File: config.mk
export PLATFORM = sky130hd
export DESIGN_NAME = if_gate_counter
export DESIGN_NICKNAME = d
export VERILOG_FILES = /design/src/rtl/ifc_pkg.sv /design/src/rtl/ifc_gate_timer.sv /design/src/rtl/ifc_down_counter.sv /design/src/rtl/ifc_window_eval.sv /design/src/rtl/if_gate_counter.sv
export SDC_FILE = /design/constraint.sdc
export NUM_CORES = 1
export LEC_CHECK = 0
export ABC_AREA = 1
export BUFFER_PORTS_ARGS = -buffer_cell sky130_fd_sc_hd__buf_2
export CAP_MARGIN = 40
export CORE_ASPECT_RATIO = 0.5
export CORE_MARGIN = 5
export CORE_UTILIZATION = 50
export CTS_CLUSTER_SIZE = 16
export DETAILED_ROUTE_END_ITERATION = 6
export PLACE_DENSITY_LB_ADDON = 0.2
export SYNTH_ARGS = -nofsm -noshare
export SYNTH_HDL_FRONTEND = slang
export SYNTH_SLANG_ARGS = --single-unit
File: constraint.sdc
create_clock -name clk -period 6.45 [get_ports clk]
set_input_delay 0.645 -clock clk [delete_from_list [all_inputs] [get_ports clk]]
set_output_delay 0.645 -clock clk [all_outputs]
set_load 0.02 [all_outputs]
File: src/rtl/ifc_pkg.sv
package ifc_pkg;

  // The gate exponent: 2 bits of select plus an expand bit worth 4.
  localparam int SHIFT_W = 3;
  typedef logic [SHIFT_W-1:0] shift_t;

  typedef enum logic {
    ST_IDLE = 1'b0,
    ST_GATE = 1'b1
  } meas_state_t;

  function automatic shift_t gate_shift(input logic [1:0] sel, input logic ext);
    return shift_t'({1'b0, sel}) + (ext ? shift_t'(4) : shift_t'(0));
  endfunction

endpackage

File: src/rtl/ifc_gate_timer.sv
// Sampling timer: a base prescaler followed by a power-of-two gate divider.
module ifc_gate_timer
  import ifc_pkg::*;
#(
  parameter int BASE_FM_CYC = 1640,
  parameter int BASE_AM_CYC = 10250
) (
  input  logic   clk,
  input  logic   rst_n,
  input  logic   run,
  input  logic   am_mode,
  input  shift_t shift,
  output logic   load,
  output logic   gate_end
);

  localparam int BASE_MAX = (BASE_AM_CYC > BASE_FM_CYC) ? BASE_AM_CYC : BASE_FM_CYC;
  localparam int BASE_W   = $clog2(BASE_MAX + 1);
  localparam int DIV_W    = (1 << SHIFT_W) - 1;

  meas_state_t       st_q, st_d;
  logic [BASE_W-1:0] base_q, base_d, base_len;
  logic [DIV_W-1:0]  div_q, div_d, div_last;
  logic              base_tick, start;

  always_comb begin
    base_len  = am_mode ? BASE_W'(BASE_AM_CYC) : BASE_W'(BASE_FM_CYC);
    div_last  = DIV_W'((32'd1 << shift) - 32'd1);
    base_tick = (st_q == ST_GATE) && (base_q == '0);
    start     = run && (st_q == ST_IDLE);
    gate_end  = run && base_tick && (div_q == div_last);
    load      = start || gate_end;
  end

  always_comb begin
    st_d   = st_q;
    base_d = base_q;
    div_d  = div_q;
    if (!run) begin
      st_d   = ST_IDLE;
      base_d = '0;
      div_d  = '0;
    end else if (start) begin
      st_d   = ST_GATE;
      base_d = base_len - BASE_W'(1);
      div_d  = '0;
    end else if (base_tick) begin
      base_d = base_len - BASE_W'(1);
      div_d  = gate_end ? '0 : div_q + DIV_W'(1);
    end else begin
      base_d = base_q - BASE_W'(1);
    end
  end

  always_ff @(posedge clk or negedge rst_n) begin
    if (!rst_n) begin
      st_q   <= ST_IDLE;
      base_q <= '0;
      div_q  <= '0;
    end else begin
      st_q   <= st_d;
      base_q <= base_d;
      div_q  <= div_d;
    end
  end

endmodule

File: src/rtl/ifc_down_counter.sv
// Auto-reload down counter whose active length follows mode and gate length.
module ifc_down_counter
  import ifc_pkg::*;
#(
  parameter int CNT_W      = 21,
  parameter int LEN_FM_MIN = 11,
  parameter int LEN_AM_MIN = 14
) (
  input  logic             clk,
  input  logic             rst_n,
  input  logic             run,
  input  logic             load,
  input  logic             dec,
  input  logic             am_mode,
  input  shift_t           shift,
  input  logic [CNT_W-1:0] preset,
  output logic [CNT_W-1:0] resid,
  output logic [CNT_W-1:0] len_mask
);

  logic [CNT_W-1:0] cnt_q, cnt_d;
  int               act_len;

  always_comb begin
    act_len = (am_mode ? LEN_AM_MIN : LEN_FM_MIN) + int'(shift);
    if (act_len > CNT_W) act_len = CNT_W;
    for (int i = 0; i < CNT_W; i++) len_mask[i] = (i < act_len);
  end

  // Residual of the gate that ends now, counting an edge in its last cycle.
  assign resid = (cnt_q - CNT_W'(dec)) & len_mask;

  always_comb begin
    cnt_d = cnt_q;
    if (!run)      cnt_d = '0;
    else if (load) cnt_d = preset & len_mask;
    else if (dec)  cnt_d = (cnt_q - CNT_W'(1)) & len_mask;
  end

  always_ff @(posedge clk or negedge rst_n) begin
    if (!rst_n) cnt_q <= '0;
    else        cnt_q <= cnt_d;
  end

endmodule

File: src/rtl/ifc_window_eval.sv
// Signed residual against a symmetric tolerance window.
module ifc_window_eval #(
  parameter int CNT_W    = 21,
  parameter int WIN_BASE = 1
) (
  input  logic [CNT_W-1:0] resid,
  input  logic [CNT_W-1:0] len_mask,
  input  logic [1:0]       win_code,
  input  logic             win_ext,
  output logic             in_win
);

  logic [CNT_W-1:0] top_bit, sext, mag, win;
  logic             neg;

  always_comb begin
    top_bit = len_mask & ~(len_mask >> 1);
    neg     = |(resid & top_bit);
    sext    = neg ? (resid | ~len_mask) : resid;
    mag     = neg ? (~sext + CNT_W'(1)) : sext;
    win     = CNT_W'(WIN_BASE) << (int'(win_code) + (win_ext ? 2 : 0));
    in_win  = (mag <= win);
  end

endmodule

File: src/rtl/if_gate_counter.sv
module if_gate_counter
  import ifc_pkg::*;
#(
  parameter int CNT_W       = 21,
  parameter int LEN_FM_MIN  = 11,
  parameter int LEN_AM_MIN  = 14,
  parameter int BASE_FM_CYC = 1640,
  parameter int BASE_AM_CYC = 10250,
  parameter int WIN_BASE    = 1
) (
  input  logic             clk,
  input  logic             rst_n,
  input  logic             if_in,
  input  logic             pll_lock,
  input  logic             am_mode,
  input  logic [1:0]       gate_sel,
  input  logic             gate_ext,
  input  logic [1:0]       win_code,
  input  logic             win_ext,
  input  logic [CNT_W-1:0] expect_cnt,
  output logic             search_stop
);

  logic [2:0]       sync_q, sync_d;
  logic             if_edge, load, gate_end, in_win, stop_d, stop_q;
  shift_t           shift;
  logic [CNT_W-1:0] resid, len_mask;

  // Two-stage synchronizer plus one stage for edge detection.
  assign sync_d  = {sync_q[1:0], if_in};
  assign if_edge = sync_q[1] & ~sync_q[2];
  assign shift   = gate_shift(gate_sel, gate_ext);

  always_ff @(posedge clk or negedge rst_n) begin
    if (!rst_n) sync_q <= '0;
    else        sync_q <= sync_d;
  end

  ifc_gate_timer #(
    .BASE_FM_CYC(BASE_FM_CYC),
    .BASE_AM_CYC(BASE_AM_CYC)
  ) u_timer (
    .clk     (clk),
    .rst_n   (rst_n),
    .run     (pll_lock),
    .am_mode (am_mode),
    .shift   (shift),
    .load    (load),
    .gate_end(gate_end)
  );

  ifc_down_counter #(
    .CNT_W     (CNT_W),
    .LEN_FM_MIN(LEN_FM_MIN),
    .LEN_AM_MIN(LEN_AM_MIN)
  ) u_cnt (
    .clk     (clk),
    .rst_n   (rst_n),
    .run     (pll_lock),
    .load    (load),
    .dec     (if_edge),
    .am_mode (am_mode),
    .shift   (shift),
    .preset  (expect_cnt),
    .resid   (resid),
    .len_mask(len_mask)
  );

  ifc_window_eval #(
    .CNT_W   (CNT_W),
    .WIN_BASE(WIN_BASE)
  ) u_eval (
    .resid   (resid),
    .len_mask(len_mask),
    .win_code(win_code),
    .win_ext (win_ext),
    .in_win  (in_win)
  );

  always_comb begin
    stop_d = stop_q;
    if (!pll_lock)     stop_d = 1'b0;
    else if (gate_end) stop_d = in_win;
  end

  always_ff @(posedge clk or negedge rst_n) begin
    if (!rst_n) stop_q <= 1'b0;
    else        stop_q <= stop_d;
  end

  assign search_stop = stop_q;

endmodule

# Yosys cells after proc, flatten, opt, wreduce, memory -nomap -nowiden
# Cells that the tools add are included.
# totals
reg_bits	47
latch_bits	0
ramBits	0
rom_bits	0
word_cells	86
mem_count	0
# classes
n_addsub	10
multipliers	0
div_mod_pow	0
order_cmp	23
n_eq_ne	5
shift	2
muxes	21
bitwise	12
reduce_logical	7
# op_table
op	count
5-bit by 32-bit < comparator with 1-bit output (first input constant)	8
6-bit by 32-bit < comparator with 1-bit output (first input constant)	5
4-bit by 32-bit < comparator with 1-bit output (first input constant)	4
21-bit AND	5
21-bit two-way mux	5
3-bit by 32-bit < comparator with 1-bit output (first input constant)	2
14-bit two-way mux	4
21-bit inverter	2
3-bit by 32-bit adder with 32-bit output	1
32-bit by 4-bit adder with 32-bit output	1
32-bit by 6-bit > comparator with 1-bit output (second input constant)	1
1-bit by 32-bit < comparator with 1-bit output (first input constant)	1
2-bit by 32-bit < comparator with 1-bit output (first input constant)	1
32-bit two-way mux	1
1-bit by 32-bit << shifter with 21-bit output (first input constant)	1
7-bit two-way mux	4
14-bit by 1-bit subtractor with 14-bit output (second input constant)	2
21-bit by 1-bit adder with 21-bit output (second input constant)	1
21-bit <= comparator	1
20-bit inverter with 21-bit output	1
21-bit OR	1
21-bit OR reduction	1
21-bit by 1-bit subtractor with 21-bit output	1
21-bit by 1-bit subtractor with 21-bit output (second input constant)	1
other kinds (15)	25

# Depth between registers and ports, before layout
# Gate-level depths: netlist of the first run.
# depth
ltp_word	17
ltp_mapped	36
mapped_depth_nobuf	35

# Cells and area by module
# Synthesis of the first run repeated with hierarchy kept, for this count alone.
# hier_totals
cells_unflattened	930
hier_area_um2	5604.1
# by_module_without_submodules
mod	n_inst	cells_each	area_per_inst_um2
ifc_down_counter	1	398	2429.8
ifc_gate_timer	1	205	1539.0
ifc_window_eval	1	317	1510.2
if_gate_counter	1	10	125.1

# Least setup slack after synthesis of the first run
# No wires, ideal clock.
# synth_path
kind	in2reg
start	input am_mode
end	register stop_q, in the netlist search_stop
setup_ns	0.066
arrival_time_ns	4.798
t_required_ns	6.384
setup_slack_ns	1.587
cell_stages	34
n_path_buf	2
cell_sequence	inv_1 > ha_1 > inv_1 > ha_1 > fa_1 > inv_2 > nand3_1 > nand2_1 > nand2_1 > nor2_1 > nand2_1 > nand3_1 > nor2_1 > nand2_1 > nor2_4 > nand2_4 > buf_2 > clkbuf_1 > nand2_1 > a21oi_1 > inv_1 > ha_1 > a21o_1 > o21ai_0 > nand2_1 > a21oi_1 > o21ai_0 > a21oi_1 > o21bai_1 > a21oi_1 > nand3_1 > nor2_1 > nand3_1 > nand2_1
# synth_between
elab_chain_cells	16
# synth_lines
item	line	rtl
from (decl)	if_gate_counter.sv:15	input logic am_mode,
3-bit two-way mux (*)	ifc_down_counter.sv:25	act_len = (am_mode ? LEN_AM_MIN : LEN_FM_MIN) + int'(shift);
32-bit by 4-bit adder with 32-bit output (*)	ifc_down_counter.sv:25	
32-bit by 6-bit > comparator with 1-bit output	ifc_down_counter.sv:26	if (act_len > CNT_W) act_len = CNT_W;
32-bit two-way mux (*)	ifc_down_counter.sv:26	
2-bit by 32-bit < comparator with 1-bit output, or another cell as far along	ifc_down_counter.sv:27	for (int i = 0; i < CNT_W; i++) len_mask[i] = (i < act_len);
20-bit inverter with 21-bit output	ifc_window_eval.sv:17	top_bit = len_mask & ~(len_mask >> 1);
21-bit AND	ifc_window_eval.sv:17	
21-bit AND	ifc_window_eval.sv:18	neg = |(resid & top_bit);
21-bit OR reduction	ifc_window_eval.sv:18	
21-bit two-way mux	ifc_window_eval.sv:19	sext = neg ? (resid | ~len_mask) : resid;
21-bit inverter	ifc_window_eval.sv:20	mag = neg ? (~sext + CNT_W'(1)) : sext;
21-bit by 1-bit adder with 21-bit output	ifc_window_eval.sv:20	
21-bit two-way mux (*)	ifc_window_eval.sv:20	
21-bit <= comparator (*)	ifc_window_eval.sv:22	in_win = (mag <= win);
1-bit two-way mux (*)	if_gate_counter.sv:83	else if (gate_end) stop_d = in_win;
1-bit two-way mux (*)	if_gate_counter.sv:82	if (!pll_lock) stop_d = 1'b0;
to (signal assigned)	if_gate_counter.sv:88	else stop_q <= stop_d;
to (decl)	if_gate_counter.sv:25	logic if_edge, load, gate_end, in_win, stop_d, stop_q;
# Mark *: on every way between the ends. The rest lies on a longest branch, timed or not. The select of a mux whose other input is x is not followed.
# A chain may end at the register's enable or synchronous reset.

# Worst setup path after layout of the first run
# Ends and elaborated chain as after synthesis.

==> results of run 1 <==
## power groups by stage
stage	logic (W)	registers [W]	clock network [W]
after floorplan	0.000785	0.000351	0
after global placement	0.000984	0.000360	0
after detailed placement	0.000992	0.000360	0
after CTS	0.000999	0.000354	0.000289
after global routing	0.00115	0.000359	0.000301
final	0.00102	0.000355	0.000284
## critical path, delay by kind of cell
| family | cells | cell delay (ns) |
|---|---|---|
| and+or+nand+nor | 14 | 1.73 |
| adders and majority gates | 4 | 1.33 |
| buffers and inverters | 8 | 1.01 |
| AOI/OAI and AO/OA | 8 | 0.98 |
## metal layers
metal	global-route usage (%)	share of wire (%)	vias up
met5	0	0	-
met4	5.02	1.3	0
met3	5.52	8.0	19
met2	44.5	43	198
met1	38.8	48	2598
li1	-	-	2826
## final cells by class
class	instances	area share, %
Sequential cell	47	20.8
Clock buffer	8	2.76
Multi-Input combinational cell	669	62.0
Tap cell	140	3.09
Timing Repair Buffer	35	3.22
Inverter	123	8.15
## registers in the layout (all words and copies together), names as in the netlist
name / cells
search_stop: 1
sync_q: 3
u_cnt.cnt_q: 21
u_timer.base_q: 14
u_timer.div_q: 7
u_timer.st_q: 1
## synth_stat cells, drive strengths merged
master   instances
o32ai            6
nor3            15
a2111o           1
o21bai           1
a21oi           19
fa               1
o22ai            2
ha              19
xor2            29
and2             1
nand3b           2
buf              7
clkinv           1
a21boi           4
a211oi           1
a31oi            2
nor2           135
dfrtp           47
nand2          231
or2              1
nand3           89
clkbuf           8
a21o             1
o21ai           63
xnor2           13
a2111oi          1
inv            122
nor4             2
o2111ai          2
o31ai            1
and3             1
o211ai           3
nand4           18
o41ai            5
## cell families after synthesis
logic type                 share of synthesized area (%)
adders and majority gates                           4.92
buffers and inverters                               10.4
and+or+nand+nor                                     41.9
xor gates and xnor gates                            7.03
AOI/OAI and AO/OA                                   13.4
DFF                                                 22.5
## worst max-delay path by stage
stage          startpoint           to  slack (ns)  cells after the start
3_3_place_gp      am_mode  search_stop        0.79                     34
2_1_floorplan     am_mode  search_stop        1.59                     34
4_1_cts           am_mode  search_stop        1.03                     34
5_1_grt           am_mode  search_stop        0.37                     34
6_report          am_mode  search_stop        0.97                     34
3_5_place_dp      am_mode  search_stop        0.74                     34
## through the flow
step	worst slack [ns]	total power (W)	instance area (um^2)
finish	0.967	0.00166	5670
global route	0.375	0.00181	5670
CTS	1.03	0.00164	5670
detailed placement	0.743	0.00135	5510
global placement	0.793	0.00134	5510
floorplan	1.59	0.00114	5230
==> flow_summary_export.csv, run 1 <==
group,metric,value,unit
outcome,status,"completed",
synth,synth.top_cell.area_share,22.5,%
grt,grt_usage,27.5,%
cells_and_area,fillers,1072,
sta,rsz0062_at_grt,"no",
critical_path,end_kind,"flop",
cells_and_area,mostFrequentLayoutCells,"nand2_1 (215), nor2_1 (127), inv_1 (110)",
floorplan,io_pins,33,
grt,gr-total-overflow,0,
synth,synth_cell_type_count,49,
synth,yosysSeqAreaShare,22.5,%
sta,fmax,182,MHz
routing,routedWlPerCell,16.6,um
critical_path,crit_fanout,43,
job,maxCapViolCount,0,
cells_and_area,area_growth,8.30,%
cells_and_area,instances_no_fill,1022,
sta,timing.final.crit_period,5.48,ns
routing,vias_per_cell,5.52,
power,clockPowerShare,17.1,%
cells_and_area,multi_input_area,3520,um^2
place,dp_hpwl,13.7,mm
clocking,postCtsSetupBuffers,0,
synth,synth_area_leaders,"dfrtp_1 (22%), nand2_1 (15%), nor2_1 (9.1%), inv_1 (7.9%), nand3_1 (7.7%)",
sta,period_share,85.0,%
sta,report.final.hold_viol_count,0,
cells_and_area,layout_commonest_cell,"nand2_1",
synth,synth_top_cell_by_area,"dfrtp_1",
floorplan,coreArea,10200,um^2
clocking,cts_buffers,5,
critical_path,regToRegSetupSlack,1.43,ns
sta,tightest_slew,0.832,ns
routing,final_antenna_net_count,0,
grt,grt_start_max_net_pins,44,
place,place_congestion,1.01,
clocking,hold_buffers,0,
clocking,h-tree-depth,2,
routing,totalWireLength,16.9,mm
synth,synth_area,5230,um^2
floorplan,die_y,82.3,um
routing,dr.pass1.iters,5,
routing,vias,5641,
power,cellInternalPower,0.000819,W
power,p_switching,0.000839,W
sta,timing.hold.ws,0.281,ns
synth,syn_nets,906,
grt,grt_pass1_vias,5216,
power,leakage,3.00,nW
power,powerDensity,292,nW/um^2
cells_and_area,fin_util,55.5,%
clocking,post_cts_resized,0,
routing,remaining_drc_errors,0,
cells_and_area,diodes,0,
routing,drt_iter0_markers,546,
critical_path,r2r_start,"u_cnt.cnt_q[0]",
place,dp.cells,1014,
sta,slew_headroom,43.9,%
sta,finalMaxSlewViolations,0,
critical_path,cpPeakStageDelay,0.61,ns
min_path,hold_path_class,"input port to async pin",
floorplan,start_util,51.2,%
critical_path,crit_slowest_cell,"fa_1",
place,io_buffers,32,
power,comb_power_share,61.4,%
critical_path,start_kind,"input port",
critical_path,crit_arrival,5.71,ns
critical_path,crit_required,6.68,ns
sta,setup_viol,0,
critical_path,reg2reg_to,"search_stop",
sta,tns,0,ns
synth,syn_avg_cell_area,6.13,um^2
synth,synth-seq-cells,47,
power,p_seq_share,21.5,%
synth,yosys_warnings,0,
cells_and_area,ff_latch_area,1180,um^2
cells_and_area,drive_gt1_share,10.5,%
critical_path,cp_common_cell,"inv_1",
power,ir_worst_vdd,0.130,mV
clocking,clockBufferDepth,2,
floorplan,rows,26,
critical_path,worstRegToRegCells,29,
clocking,clock-sinks,47,
critical_path,critPathKind,"input port to flop",
cells_and_area,nets,933,
power,p_sw_share,50.6,%
grt,grt_pass1_wl,27.4,mm
floorplan,die_area,12700,um^2
clocking,clk_pin_slew_worst_paths,0.06,ns
clocking,cts-root-buf,"clkbuf_16",
clocking,cts_tree,"yes",
grt,antenna_found_initial,0,
floorplan,die_w,155,um
clocking,clock_latency,0.30,ns
sta,clock_skew,0.0128,ns
synth,synth_cells,854,
(Power assumes the default switching activity.)
==> run 2: changes to the inputs <==
RECOVER_POWER = 25   (was default)
==> flow_summary_export.csv, run 2 (synthesized netlist as in run 1, its figures left out) <==
group,metric,value,unit
routing,final_antenna_net_count,0,
routing,dr.pass1.iters,6,
grt,grt_usage,27.5,%
floorplan,rows,26,
grt,busiest_layer,"met2",
cells_and_area,largest_reg_flops,21,
power,powerDensity,293,nW/um^2
sta,clock_skew,0.0128,ns
sta,period_share,84.8,%
floorplan,start_util,51.2,%
critical_path,crit_required,6.68,ns
outcome,violations,"max-capacitance violations, max-slew violations",
min_path,hold_path_class,"flop to flop",
place,io_buffers,32,
routing,totalWireLength,16.9,mm
clocking,h-tree-depth,2,
routing,vias_per_cell,5.53,
power,p_sw_share,50.6,%
clocking,hold_buffers,0,
place,dp_hpwl,13.7,mm
cells_and_area,drive_gt1_share,10.2,%
clocking,clock-sinks,47,
sta,setup_viol,0,
floorplan,die_w,155,um
power,p_seq_share,21.5,%
grt,use_met2,44.5,%
grt,gr-total-overflow,0,
sta,slew_headroom,-23.0,%
critical_path,critPathKind,"input port to flop",
clocking,cts_buffers,5,
grt,antenna_found_initial,0,
sta,fmax,183,MHz
grt,grt_pass1_wl,27.4,mm
power,comb_power_share,61.4,%
cells_and_area,ff_latch_area,1180,um^2
cells_and_area,layout_commonest_cell,"nand2_1",
place,postPlaceCellArea,5510,um^2
critical_path,end_kind,"flop",
grt,grt_pass1_vias,5216,
cells_and_area,nets,933,
critical_path,crit_fanout,43,
grt,grtUsageMet3,5.52,%
critical_path,crit_slowest_cell,"fa_1",
cells_and_area,area_growth,8.18,%
cells_and_area,fillers,1073,
clocking,postCtsSetupBuffers,0,
critical_path,start_kind,"input port",
critical_path,cp_common_cell,"inv_1",
power,cellInternalPower,0.000818,W
cells_and_area,reg_top3,"u_cnt.cnt_q x21, u_timer.base_q x14, u_timer.div_q x7",
critical_path,cpPeakStageDelay,0.63,ns
cells_and_area,final_area,5660,um^2
routing,drt_iter0_markers,550,
floorplan,io_pins,33,
power,ir_worst_vdd,0.130,mV
sta,timing.final.crit_period,5.47,ns
sta,tns,0,ns
clocking,clock_latency,0.30,ns
power,clockPowerShare,17.1,%
clocking,cts-root-buf,"clkbuf_16",
clocking,post_cts_resized,0,
routing,routedWlPerCell,16.6,um
floorplan,die_y,82.3,um
sta,tightest_slew,1.85,ns
power,p_switching,0.000838,W
cells_and_area,multi_input_area,3520,um^2
power,total_power,0.00166,W
power,leakage,2.99,nW
floorplan,coreArea,10200,um^2
place,place_congestion,1.01,
clocking,clockBufferDepth,2,
sta,timing.hold.ws,0.360,ns
grt,grt_start_max_net_pins,44,
critical_path,crit_arrival,5.70,ns
job,maxCapViolCount,1,
cells_and_area,diodes,0,
grt,use_met1,38.8,%
sta,report.final.hold_viol_count,0,
cells_and_area,top_register,"u_cnt.cnt_q",
clocking,clk_pin_slew_worst_paths,0.06,ns
sta,finalMaxSlewViolations,30,
routing,vias,5655,
cells_and_area,mostFrequentLayoutCells,"nand2_1 (215), nor2_1 (127), inv_1 (110)",
sta,rsz0062_at_grt,"no",
routing,remaining_drc_errors,0,
floorplan,die_area,12700,um^2
clocking,cts_tree,"yes",
outcome,status,"finished, violations left",
run 2: changes by cell type in the layout (fill, tap and decap cells not counted):
cell,change
buf_2,-2
buf_4,-1
clkbuf_1,+3
run 2: path summary, 6_finish.rpt:
check	from	end	slack [ns]	cells after the start
worst max-delay path	am_mode	search_stop	0.98	34
worst min-delay path	sync_q[0]	sync_q[1]	0.36	0
worst max register to register	u_cnt.cnt_q[0]	search_stop	1.45	29
worst min register to register	sync_q[0]	sync_q[1]	0.36	0
max in group asynchronous	rst_n	u_cnt.cnt_q[6]	3.70	2
min in group asynchronous	rst_n	u_timer.base_q[12]	0.50	1
run 2: cell type report:
class / instances / area share (%)
repair buffers: 35 / 3.12
multi-input cells: 669 / 62.1
inverters: 123 / 8.15
clock buffers: 8 / 2.76
well taps: 140 / 3.09
flip-flops and latches: 47 / 20.8
run 2: power by group through the flow:
stage / Combinational [W] / Clock [W] / Sequential (W)
2_1_floorplan: 0.000785 / 0 / 0.000351
3_3_place_gp: 0.000984 / 0 / 0.000360
3_5_place_dp: 0.000992 / 0 / 0.000360
4_1_cts: 0.000999 / 0.000289 / 0.000354
5_1_grt: 0.00115 / 0.000301 / 0.000359
6_report: 0.00102 / 0.000283 / 0.000356
run 2: per-stage QoR:
stage               utilization (%)  setup WS [ns]  instances
detailed placement             54.0          0.743       1014
floorplan                         -           1.59        854
global route                   55.4          0.374       1022
CTS                            55.5           1.03       1022
finish                         55.4          0.980       1022
global placement               54.0          0.793       1014
run 2: worst max-delay path: cells and delay by family:
kind	cells	cell delay, ns
compound gates	8	0.97
fa+ha+maj	4	1.33
buf+inv	8	0.97
simple gates	14	1.76
run 2: per-layer routing:
layer / vias to the layer above / share of wire, %
met5: - / 0
met4: 0 / 1.2
met3: 17 / 8.6
met2: 209 / 43
met1: 2602 / 47
li1: 2827 / -
==> run 3: changes to the inputs <==
clock period = 5.2 ns   (was 6.45 ns; I/O delays follow)
==> flow_summary_export.csv, run 3 (synthesized netlist as in run 1, its figures left out) <==
group,metric,value,unit
cells_and_area,mostFrequentLayoutCells,"nand2_1 (213), nor2_1 (125), inv_1 (109)",
place,dp.cells,1022,
power,leakage,3.04,nW
floorplan,die_w,155,um
critical_path,cpPeakStageDelay,0.52,ns
routing,totalWireLength,15.7,mm
critical_path,critPathKind,"input port to flop",
floorplan,die_area,12700,um^2
sta,period_share,90.5,%
clocking,cts_tree,"yes",
routing,drt_iter0_markers,528,
place,place_congestion,1.09,
cells_and_area,final_area,5770,um^2
cells_and_area,area_growth,10.3,%
clocking,clk_pin_slew_worst_paths,0.06,ns
critical_path,end_kind,"flop",
critical_path,crit_arrival,4.93,ns
floorplan,start_util,51.2,%
grt,grt_start_max_net_pins,48,
sta,fmax,213,MHz
power,powerDensity,358,nW/um^2
routing,remaining_drc_errors,0,
place,dp_hpwl,12.6,mm
sta,setup_viol,0,
routing,final_antenna_net_count,0,
clocking,clockBufferDepth,2,
cells_and_area,layout_commonest_cell,"nand2_1",
cells_and_area,instances_no_fill,1033,
sta,clock_skew,0.00980,ns
routing,routedWlPerCell,15.2,um
cells_and_area,diodes,0,
critical_path,crit_fanout,9,
routing,vias_per_cell,5.48,
cells_and_area,nets,944,
place,io_buffers,32,
routing,dr.pass1.iters,5,
floorplan,coreArea,10200,um^2
clocking,cts_buffers,5,
grt,grt_usage,25.9,%
clocking,cts-root-buf,"clkbuf_16",
floorplan,io_pins,33,
grt,grt_pass1_wl,26.2,mm
power,ir_worst_vdd,0.157,mV
sta,finalMaxSlewViolations,48,
floorplan,rows,26,
sta,tightest_slew,2.78,ns
grt,antenna_found_initial,0,
sta,tns,0,ns
outcome,violations,"max-capacitance violations, max-slew violations",
place,postPlaceCellArea,5570,um^2
cells_and_area,drive_gt1_share,12.3,%
cells_and_area,top_register,"u_cnt.cnt_q",
critical_path,start_kind,"input port",
min_path,hold_path_class,"input port to flop",
job,maxCapViolCount,1,
cells_and_area,largest_reg_flops,21,
outcome,status,"finished, violations left",
sta,timing.final.crit_period,4.70,ns
grt,grt_pass1_vias,5343,
sta,slew_headroom,-85.1,%
critical_path,crit_slowest_cell,"fa_2",
sta,report.final.hold_viol_count,0,
clocking,hold_buffers,0,
cells_and_area,reg_top3,"u_cnt.cnt_q x21, u_timer.base_q x14, u_timer.div_q x7",
floorplan,die_y,82.3,um
grt,gr-total-overflow,0,
clocking,clock_latency,0.30,ns
clocking,h-tree-depth,2,
clocking,clock-sinks,47,
sta,rsz0062_at_grt,"no",
routing,vias,5664,
critical_path,crit_required,5.43,ns
run 3: cell types whose count changed in the layout (fill, tap and decap cells not counted), sizes merged:
| cell | previous run | this run |
|---|---|---|
| clkbuf | 11 | 9 |
| buf | 32 | 44 |
| clkinvlp | 0 | 1 |
run 3: worst paths after layout:
kind	from	to	slack [ns]	cells after the start
worst max-delay path	am_mode	search_stop	0.50	33
worst min-delay path	if_in	sync_q[0]	0.33	1
worst max register to register	u_cnt.cnt_q[0]	search_stop	0.74	29
worst min register to register	sync_q[0]	sync_q[1]	0.35	0
max in group asynchronous	rst_n	u_timer.base_q[2]	2.43	2
min in group asynchronous	rst_n	u_timer.base_q[11]	1.19	2
run 3: repair_timing:
action / 4_1_cts / 5_1_grt
resized for setup: 0 / 9
setup buffers: 0 / 3
endpoints found under the setup margin: 0 / 1
run 3: per-stage QoR:
step                power, W  hold WS, ns  worst slack (ns)  utilization [%]
global route         0.00227        0.326           0.00365             56.5
global placement     0.00167        0.336             0.238             54.5
CTS                  0.00204        0.328             0.421             56.1
floorplan            0.00141        0.224             0.462                -
detailed placement   0.00168        0.337             0.150             54.5
finish               0.00207        0.332             0.497             56.5
run 3: cell type report:
class,count,area [um^2]
Tap cell,140,175
Timing Repair Buffer,46,260
Fill cell,1079,4440
Inverter,123,462
Clock buffer,7,153
Clock inverter,1,7.51
Multi-Input combinational cell,669,3540
Sequential cell,47,1180
run 3: where the power goes:
group | total, W | internal (W) | switching, W
Sequential | 0.000440 | 0.000400 | 0.0000408
Clock | 0.000357 | 0.000205 | 0.000152
Combinational | 0.00127 | 0.000434 | 0.000837
Total | 0.00207 | 0.00104 | 0.00103
run 3: critical path: cells and delay by family:
family                   cells  cell delay, ns
adder cells (fa/ha/maj)      4            1.22
AND/OR/NAND/NOR             13            1.19
buffers and inverters        7            0.65
AO/OA/AOI/OAI                9            1.34
run 3: metal layers:
| metal | routed length [um] | track usage (%) | vias to the layer above | share of wire [%] |
|---|---|---|---|---|
| met5 | 0 | 0 | - | 0 |
| met4 | 509 | 11.7 | 0 | 3.2 |
| met3 | 1320 | 4.84 | 33 | 8.4 |
| met2 | 6470 | 39.4 | 231 | 41 |
| met1 | 7430 | 36.1 | 2556 | 47 |
| li1 | - | - | 2844 | - |
